===== src/rtl/beam_dest_pkg.sv =====
package beam_dest_pkg;
  typedef enum logic [2:0] {
    DEST_SPARE      = 3'd0,
    DEST_INT_DUMP   = 3'd1,
    DEST_LINE1      = 3'd2,
    DEST_LINE2      = 3'd3,
    DEST_LINE1_DUMP = 3'd4,
    DEST_LINE2_DUMP = 3'd5
  } dest_e;
endpackage


===== src/rtl/fill_req_latch.sv =====
module fill_req_latch #(
  parameter int unsigned BATCHES   = 4,
  parameter int unsigned BUCKET_W  = 16,
  parameter int unsigned N_BUCKETS = 35640,
  parameter int unsigned CNT_W     = 3
) (
  input  logic                clk,
  input  logic                rst_n,
  input  logic                cycle_start,
  input  logic                fill_valid,
  input  logic                fill_ring,
  input  logic [BUCKET_W-1:0] fill_bucket,
  input  logic [CNT_W-1:0]    fill_batches,
  output logic                pend_valid,
  output logic                pend_ring,
  output logic [BUCKET_W-1:0] pend_bucket,
  output logic [CNT_W-1:0]    pend_batches,
  output logic                fill_err
);
  localparam logic [CNT_W-1:0]    MAX_CNT = CNT_W'(BATCHES);
  localparam logic [BUCKET_W-1:0] BKT_LIM = BUCKET_W'(N_BUCKETS);

  logic req_ok, load_en;
  logic valid_n, err_n;

  always_comb begin
    req_ok  = (fill_batches != '0) && (fill_batches <= MAX_CNT) && (fill_bucket < BKT_LIM);
    load_en = fill_valid && req_ok;
    err_n   = fill_valid && !req_ok;
    valid_n = pend_valid;
    if (load_en)          valid_n = 1'b1;
    else if (cycle_start) valid_n = 1'b0;
  end

  always_ff @(posedge clk or negedge rst_n) begin
    if (!rst_n) begin
      pend_valid <= 1'b0;
      fill_err   <= 1'b0;
    end else begin
      pend_valid <= valid_n;
      fill_err   <= err_n;
    end
  end

  always_ff @(posedge clk or negedge rst_n) begin
    if (!rst_n) begin
      pend_ring    <= 1'b0;
      pend_bucket  <= '0;
      pend_batches <= '0;
    end else if (load_en) begin
      pend_ring    <= fill_ring;
      pend_bucket  <= fill_bucket;
      pend_batches <= fill_batches;
    end
  end

  assert_err_needs_request_R7: assert property (@(posedge clk) disable iff (!rst_n)
    fill_err |-> $past(fill_valid));
  assert_start_clears_pending_R8: assert property (@(posedge clk) disable iff (!rst_n)
    (cycle_start && !fill_valid) |=> !pend_valid);
  assert_pending_in_range_R7: assert property (@(posedge clk) disable iff (!rst_n)
    pend_valid |-> (pend_batches != '0 && pend_batches <= MAX_CNT && pend_bucket < BKT_LIM));
endmodule


===== src/rtl/mastership_ctrl.sv =====
module mastership_ctrl (
  input  logic clk,
  input  logic rst_n,
  input  logic mst_req,
  input  logic mst_want,
  input  logic mst_allow,
  input  logic user_req,
  output logic is_master,
  output logic mst_ack,
  output logic mst_err
);
  logic grant, master_n;

  always_comb begin
    grant    = mst_req && mst_allow && !user_req;
    master_n = grant ? mst_want : is_master;
  end

  always_ff @(posedge clk or negedge rst_n) begin
    if (!rst_n) begin
      is_master <= 1'b0;
      mst_ack   <= 1'b0;
      mst_err   <= 1'b0;
    end else begin
      is_master <= master_n;
      mst_ack   <= grant;
      mst_err   <= mst_req && !grant;
    end
  end

  assert_ack_err_exclusive_R6: assert property (@(posedge clk) disable iff (!rst_n)
    $onehot0({mst_ack, mst_err}));
  assert_change_only_on_ack_R6: assert property (@(posedge clk) disable iff (!rst_n)
    !$stable(is_master) |-> mst_ack);
  assert_ack_conditions_R6: assert property (@(posedge clk) disable iff (!rst_n)
    mst_ack |-> $past(!user_req && mst_allow));
endmodule


===== src/rtl/dest_resolver.sv =====
module dest_resolver
  import beam_dest_pkg::*;
#(
  parameter int unsigned BATCHES = 4,
  parameter int unsigned CNT_W   = 3
) (
  input  logic               is_master,
  input  logic               user_req,
  input  logic               interlock_ok,
  input  logic               line_inhibit,
  input  logic [1:0]         dump_req,
  input  logic [1:0]         dump_in_place,
  input  logic               pend_valid,
  input  logic               pend_ring,
  input  logic [CNT_W-1:0]   pend_batches,
  output dest_e              dest,
  output logic [BATCHES-1:0] kill_mask,
  output logic               use_fill
);
  logic [BATCHES-1:0] keep;

  for (genvar gi = 0; gi < BATCHES; gi++) begin : g_keep
    assign keep[gi] = (CNT_W'(gi) < pend_batches);
  end

  always_comb begin
    dest      = DEST_SPARE;
    kill_mask = '1;
    use_fill  = 1'b0;
    if (!interlock_ok || !user_req) begin
      dest      = DEST_SPARE;
      kill_mask = '1;
    end else if (is_master) begin
      if (pend_valid && !line_inhibit) begin
        dest      = pend_ring ? DEST_LINE2 : DEST_LINE1;
        kill_mask = ~keep;
        use_fill  = 1'b1;
      end else begin
        dest      = DEST_INT_DUMP;
        kill_mask = '1;
      end
    end else begin
      kill_mask = '0;
      if (dump_req[0] && dump_in_place[0])      dest = DEST_LINE1_DUMP;
      else if (dump_req[1] && dump_in_place[1]) dest = DEST_LINE2_DUMP;
      else                                      dest = DEST_INT_DUMP;
    end
  end
endmodule


===== src/rtl/beam_dest_arbiter.sv =====
module beam_dest_arbiter
  import beam_dest_pkg::*;
#(
  parameter int unsigned BATCHES   = 4,
  parameter int unsigned BUCKET_W  = 16,
  parameter int unsigned N_BUCKETS = 35640
) (
  input  logic                  clk,
  input  logic                  rst_n,
  input  logic                  cycle_start,
  input  logic                  user_req,
  input  logic                  interlock_ok,
  input  logic                  line_inhibit,
  input  logic [1:0]            dump_req,
  input  logic [1:0]            dump_in_place,
  input  logic                  mst_req,
  input  logic                  mst_want,
  input  logic                  mst_allow,
  input  logic                  fill_valid,
  input  logic                  fill_ring,
  input  logic [BUCKET_W-1:0]   fill_bucket,
  input  logic [$clog2(BATCHES+1)-1:0] fill_batches,
  output logic                  is_master,
  output logic                  mst_ack,
  output logic                  mst_err,
  output logic                  fill_err,
  output logic                  dest_valid,
  output logic [2:0]            dest,
  output logic [BATCHES-1:0]    kill_mask,
  output logic                  out_ring,
  output logic [BUCKET_W-1:0]   out_bucket
);
  localparam int unsigned CNT_W = $clog2(BATCHES + 1);

  logic [1:0] rst_pipe;
  logic       rst_q;

  always_ff @(posedge clk or negedge rst_n) begin
    if (!rst_n) rst_pipe <= 2'b00;
    else        rst_pipe <= {rst_pipe[0], 1'b1};
  end
  assign rst_q = rst_pipe[1];

  logic                pend_valid, pend_ring, use_fill;
  logic [BUCKET_W-1:0] pend_bucket;
  logic [CNT_W-1:0]    pend_batches;
  dest_e               dest_n;
  logic [BATCHES-1:0]  kill_n;

  mastership_ctrl u_mst (
    .clk(clk), .rst_n(rst_q), .mst_req(mst_req), .mst_want(mst_want),
    .mst_allow(mst_allow), .user_req(user_req), .is_master(is_master),
    .mst_ack(mst_ack), .mst_err(mst_err)
  );

  fill_req_latch #(.BATCHES(BATCHES), .BUCKET_W(BUCKET_W), .N_BUCKETS(N_BUCKETS), .CNT_W(CNT_W)) u_fill (
    .clk(clk), .rst_n(rst_q), .cycle_start(cycle_start), .fill_valid(fill_valid),
    .fill_ring(fill_ring), .fill_bucket(fill_bucket), .fill_batches(fill_batches),
    .pend_valid(pend_valid), .pend_ring(pend_ring), .pend_bucket(pend_bucket),
    .pend_batches(pend_batches), .fill_err(fill_err)
  );

  dest_resolver #(.BATCHES(BATCHES), .CNT_W(CNT_W)) u_res (
    .is_master(is_master), .user_req(user_req), .interlock_ok(interlock_ok),
    .line_inhibit(line_inhibit), .dump_req(dump_req), .dump_in_place(dump_in_place),
    .pend_valid(pend_valid), .pend_ring(pend_ring), .pend_batches(pend_batches),
    .dest(dest_n), .kill_mask(kill_n), .use_fill(use_fill)
  );

  always_ff @(posedge clk or negedge rst_q) begin
    if (!rst_q) dest_valid <= 1'b0;
    else        dest_valid <= cycle_start;
  end

  always_ff @(posedge clk or negedge rst_q) begin
    if (!rst_q) begin
      dest       <= '0;
      kill_mask  <= '0;
      out_ring   <= 1'b0;
      out_bucket <= '0;
    end else if (cycle_start) begin
      dest       <= dest_n;
      kill_mask  <= kill_n;
      out_ring   <= use_fill ? pend_ring : 1'b0;
      out_bucket <= use_fill ? pend_bucket : '0;
    end
  end

  assert_spare_kills_all_R1: assert property (@(posedge clk) disable iff (!rst_q)
    (dest_valid && dest == DEST_SPARE) |-> (kill_mask == '1));
  assert_line_needs_master_R2: assert property (@(posedge clk) disable iff (!rst_q)
    (dest_valid && (dest == DEST_LINE1 || dest == DEST_LINE2))
      |-> $past(is_master && !line_inhibit && interlock_ok && user_req));
  assert_dump_in_place_R3: assert property (@(posedge clk) disable iff (!rst_q)
    (dest_valid && dest == DEST_LINE1_DUMP) |-> $past(dump_in_place[0] && !is_master));
  assert_code_range_R9: assert property (@(posedge clk) disable iff (!rst_q)
    dest_valid |-> (dest <= 3'd5));
  assert_valid_after_start_R9: assert property (@(posedge clk) disable iff (!rst_q)
    cycle_start |=> dest_valid);
  assert_hold_between_starts_R9: assert property (@(posedge clk) disable iff (!rst_q)
    !dest_valid |-> $stable(dest));
  assert_echo_only_on_line_R10: assert property (@(posedge clk) disable iff (!rst_q)
    (dest_valid && dest != DEST_LINE1 && dest != DEST_LINE2) |-> (out_bucket == '0));
endmodule


===== config.mk =====
export PLATFORM = sky130hd
export DESIGN_NAME = beam_dest_arbiter
export DESIGN_NICKNAME = d
export VERILOG_FILES = /design/src/rtl/beam_dest_pkg.sv /design/src/rtl/fill_req_latch.sv /design/src/rtl/mastership_ctrl.sv /design/src/rtl/dest_resolver.sv /design/src/rtl/beam_dest_arbiter.sv
export SDC_FILE = /design/constraint.sdc
export NUM_CORES = 1
export LEC_CHECK = 0
export ABC_AREA = 1
export BUFFER_PORTS_ARGS = -buffer_cell sky130_fd_sc_hd__buf_4
export CELL_PAD_IN_SITES_DETAIL_PLACEMENT = 0
export CELL_PAD_IN_SITES_GLOBAL_PLACEMENT = 1
export CORE_MARGIN = 3
export CORE_UTILIZATION = 37
export DETAILED_ROUTE_END_ITERATION = 8
export GPL_TIMING_DRIVEN = 0
export PLACE_DENSITY_LB_ADDON = 0.1
export SETUP_SLACK_MARGIN = 0.1
export SYNTH_ARGS = -nofsm -noshare
export SYNTH_HDL_FRONTEND = slang
export SYNTH_SLANG_ARGS = --single-unit

===== constraint.sdc =====
create_clock -name clk -period 2 [get_ports clk]
set_clock_uncertainty 0.15 [all_clocks]
set_input_delay 0.5 -clock clk [delete_from_list [all_inputs] [get_ports clk]]
set_output_delay 0.5 -clock clk [all_outputs]
set_load 0.05 [all_outputs]

Word level (Yosys, flattened, before mapping)
Cells that the tools add are included.

storage, ports and cells
  bits in registers = 52
  output and inout bits = 29
  word-level logic and storage cells = 55

operators by class
  magnitude comparators = 6
  mux-type cells = 16
  bitwise operators = 1
  reductions and logical operators = 18

operator list
  cell                  number
  $lt 16x16->1 const B  1
  $mux 16               1
  $mux 3                5
  $mux 4                3
  $logic_and 1x1->1     10
  $mux 1                7
  $lt 1x3->1 const A    2
  $lt 2x3->1 const A    2
  $logic_not 1->1       5
  $not 4->4             1
  $le 3x3->1 const B    1
  $reduce_bool 3->1     1
  $reduce_bool 2->1     1
  $logic_or 1x1->1      1

Longest topological paths before layout
  word-level depth = 6
  mapped depth = 9
  gate-level depth less buffers = 8

Hierarchy
Synthesis repeated with hierarchy kept, for this count alone.

unflattened totals
  cell total of the unflattened synthesis = 269
  area, all modules = 2248.4 sq um

by module, submodules not included
  module             times used  cells each  area each (sq um)  sequential area each (sq um)
  beam_dest_arbiter  1           108         1052.3             675.6
  fill_req_latch     1           114         929.6              550.5
  dest_resolver      1           36          152.6              0.0
  mastership_ctrl    1           11          113.9              75.1

Least setup slack after synthesis
No wires, ideal clock.

  kind = register -> register
  start point = register u_mst.is_master
  end point = register out_bucket[15]
  setup time = 118 ps
  arrival = 1213 ps
  data required time = 1732 ps
  setup slack = 519 ps
  cell stages (with the launch flop) = 6
  buffers on the path = 1
  period minus slack after synthesis = 1481 ps
  path through = dfrtp_1 -> nand2_1 -> clkinv_1 -> buf_4 -> nand3_1 -> nand2_1

on the way
  cells in the longest elaborated chain, start to end = 3

RTL lines
  what                      RTL line                 RTL
  start: declaration        mastership_ctrl.sv:8     output logic is_master,
  start signal: assignment  mastership_ctrl.sv:25    is_master <= master_n;
  $mux 1                    dest_resolver.sv:33      end else if (is_master) begin
  $mux 1                    dest_resolver.sv:30      if (!interlock_ok || !user_req) begin
  $mux 16                   beam_dest_arbiter.sv:85  out_bucket <= use_fill ? pend_bucket : '0;
  end signal: assignment    beam_dest_arbiter.sv:85
  end: declaration          beam_dest_arbiter.sv:31  output logic [BUCKET_W-1:0] out_bucket

No other way between the ends.
A chain may end at the register's enable or synchronous reset.

Worst setup path in the final report
  start point = register u_mst.is_master
  end point = output is_master

RTL lines
  what              RTL line                 RTL
  end: declaration  beam_dest_arbiter.sv:23  output logic is_master,

No word-level cell between the ends.

==> run summary <==
Final Cycle Share -> 81.0%
Gate Count Post-Synth -> 239
CP Class -> flip-flop to primary output
clock root cell -> clkbuf_8
DRT iter0 DRCs -> 72
largest net degree at the start of global routing -> 28
die area -> 6610 um^2
total of cells resized after clock tree synthesis -> 0
antenna-violating nets left -> 0
Critical-path top delay cell -> dfrtp_1
DR DRC count -> 0
CP Max Fanout -> 5
worst vdd ir -> 0.360 mV
Clock Pin Slew Worst Setup and Hold Paths -> 100 ps
Hold Slack -> 108 ps
DR WL met3 -> 316 um
Total GRT Usage -> 16.1%
#FFs+latches synth -> 52
starting density of the core -> 39.6%
Critical Path AT -> 970 ps
HPWL after detailed placement -> 3.49 mm
Antenna diodes -> 0
core area -> 5300 um^2
vias in the first global route -> 1738
CTS tree -> done
drt via density -> 4.53
sequential share of the synthesized area -> 62.0%
RSZ-0062 raised after global routing -> false
Yosys top cell by area -> dfrtp_1
slowest cell delay on critical path -> 430 ps
Avg Cell Area, Syn -> 8.78 um^2
Peak Freq -> 0.617 GHz
Mapped Area -> 2100 um^2
top layer reached by signal wires -> met4
wire per inst -> 12.5 um
top cell type's share of synthesized area -> 62.0%
Ports -> 63
worst path cell trace -> buf_4
family with the most delay on the worst path -> flip-flops
worst min path class -> flip-flop to asynchronous set/reset pin
Max Cap Violations -> 0
Synthesized Nets -> 273
wl on met1 -> 2.34 mm
Layout Cells excl Fill -> 381
Final Hold Violating Endpoints -> 0
Leak -> 0.00156 uW
worst skew pair latency -> 310 ps
Num Clock Sinks -> 52
WP buf/inv -> 1
Rel. slew slack -> 61.8%
post-route cell area -> 2800 um^2
initial antenna violation count -> 0
post-synthesis cell type count -> 20
Die Span Y -> 81.3 um
first-pass GRT wire length -> 8.16 mm
nets -> 344
Inst Count DP -> 372
CTS Buf Count -> 5
Hold Buf Count CTS -> 1
CTS max path bufs -> 2
RD Place Congestion -> 0.752
Critical Path Sink Type -> primary output
IO buf count -> 62
Post-CTS Setup Inserts -> 0
minimum clock period -> 1620 ps
share of layout cells above drive strength 1 -> 26.0%
drt first pass iters -> 4
wirelength, routed -> 4.75 mm
htree depth -> 2
status -> complete, no violations
Area Growth Syn to Fin -> 33.6%
setup violators final -> 0
Overflow after GRT -> 0
met2 wire len -> 2.04 mm
Slew @ Worst Pin -> 573 ps
max-slew violations -> 0
Worst setup SP type -> flip-flop
Synth area leaders -> dfrtp_1, nand2_1, nand3_1
yosys warns -> 0
Area after DPL -> 2670 um^2
Req. time, crit path -> 1350 ps
Site Rows -> 26
total number of vias -> 1726
Pwr Density -> 846 nW/um^2
Die X -> 81.3 um
[cell usage in the layout, fill, tap and decap left out, drive strengths merged]
master,n
clkbuf,8
clkinv,2
nand2,112
buf,70
dlygate4sd3,1
inv,14
o22ai,2
xnor2,1
nand3,23
nand4,1
nand3b,1
a31oi,2
nor3,1
bufinv,1
dfrtp,52
a22o,1
o21ai,6
conb,1
nor2,12
[flip-flops by register name, indices dropped and copies added, names as in the netlist, 2 cells and up]
name                 count
dest                     3
kill_mask                4
out_bucket              16
rst_pipe                 2
u_fill.pend_batches      3
u_fill.pend_bucket      16
[cell type report]
| cell class | instances | area [um^2] |
|---|---|---|
| Fill cell | 521 | 2500 |
| Sequential cell | 52 | 1300 |
| Multi-Input combinational cell | 163 | 681 |
| Timing Repair Buffer | 64 | 495 |
| Tap cell | 70 | 87.6 |
| Clock buffer | 6 | 82.6 |
| Buffer | 9 | 60.1 |
| Inverter | 15 | 56.3 |
| Clock inverter | 2 | 38.8 |
[synthesized netlist by cell type]
| cell type | number |
|---|---|
| clkinv_1 | 1 |
| nand4_1 | 1 |
| buf_2 | 3 |
| conb_1 | 1 |
| nand3b_1 | 1 |
| nor2_2 | 2 |
| o22ai_1 | 2 |
| nand3_1 | 23 |
| nand2_1 | 112 |
| inv_1 | 14 |
| buf_4 | 2 |
| nor2_1 | 10 |
| dfrtp_1 | 52 |
| a31oi_1 | 2 |
| o21ai_0 | 6 |
| a22o_1 | 1 |
| nor3_1 | 1 |
| xnor2_1 | 1 |
| clkbuf_1 | 2 |
| buf_6 | 2 |
[kinds of logic after synthesis]
family	count (synthesis)	share of synthesized area, %
AO/OA/AOI/OAI	11	3.04
XOR/XNOR	1	0.417
buffers and inverters	24	5.55
flip-flops	52	62.0
other	1	0.179
AND/OR/NAND/NOR	150	28.8
[worst paths after layout]
check	slack, ps	start	cells past startpoint	end
max	380	u_mst.is_master	1	is_master
min	110	rst_pipe[1]	0	out_bucket[10]
max reg2reg	530	u_fill.pend_valid	7	out_bucket[15]
min reg2reg	110	rst_pipe[1]	0	out_bucket[10]
max in group asynchronous	1050	rst_pipe[1]	1	out_bucket[13]
min in group clk	200	cycle_start	1	dest_valid
[where the power goes]
part           leakage (uW)  internal (uW)  switching [uW]
Clock             0.0000614            410             351
Combinational      0.000835            146             223
Sequential         0.000663           1160            78.5
[layer usage]
layer / track usage, % / vias to the layer above
li1: - / 885
met1: 22.4 / 785
met2: 25.0 / 49
met3: 3.66 / 7
met4: 5.07 / 0
met5: 0 / -
[per-stage QoR]
stage	power, uW	utilization [%]	setup slack [ps]	setup TNS [ps]
2_1_floorplan	1470	-	295	0
3_3_place_gp	1630	50.0	-330	-16390
3_5_place_dp	1640	50.4	236	0
4_1_cts	2390	52.9	377	0
5_1_grt	2500	52.9	311	0
6_report	2370	52.9	381	0
(Power assumes the default switching activity.)
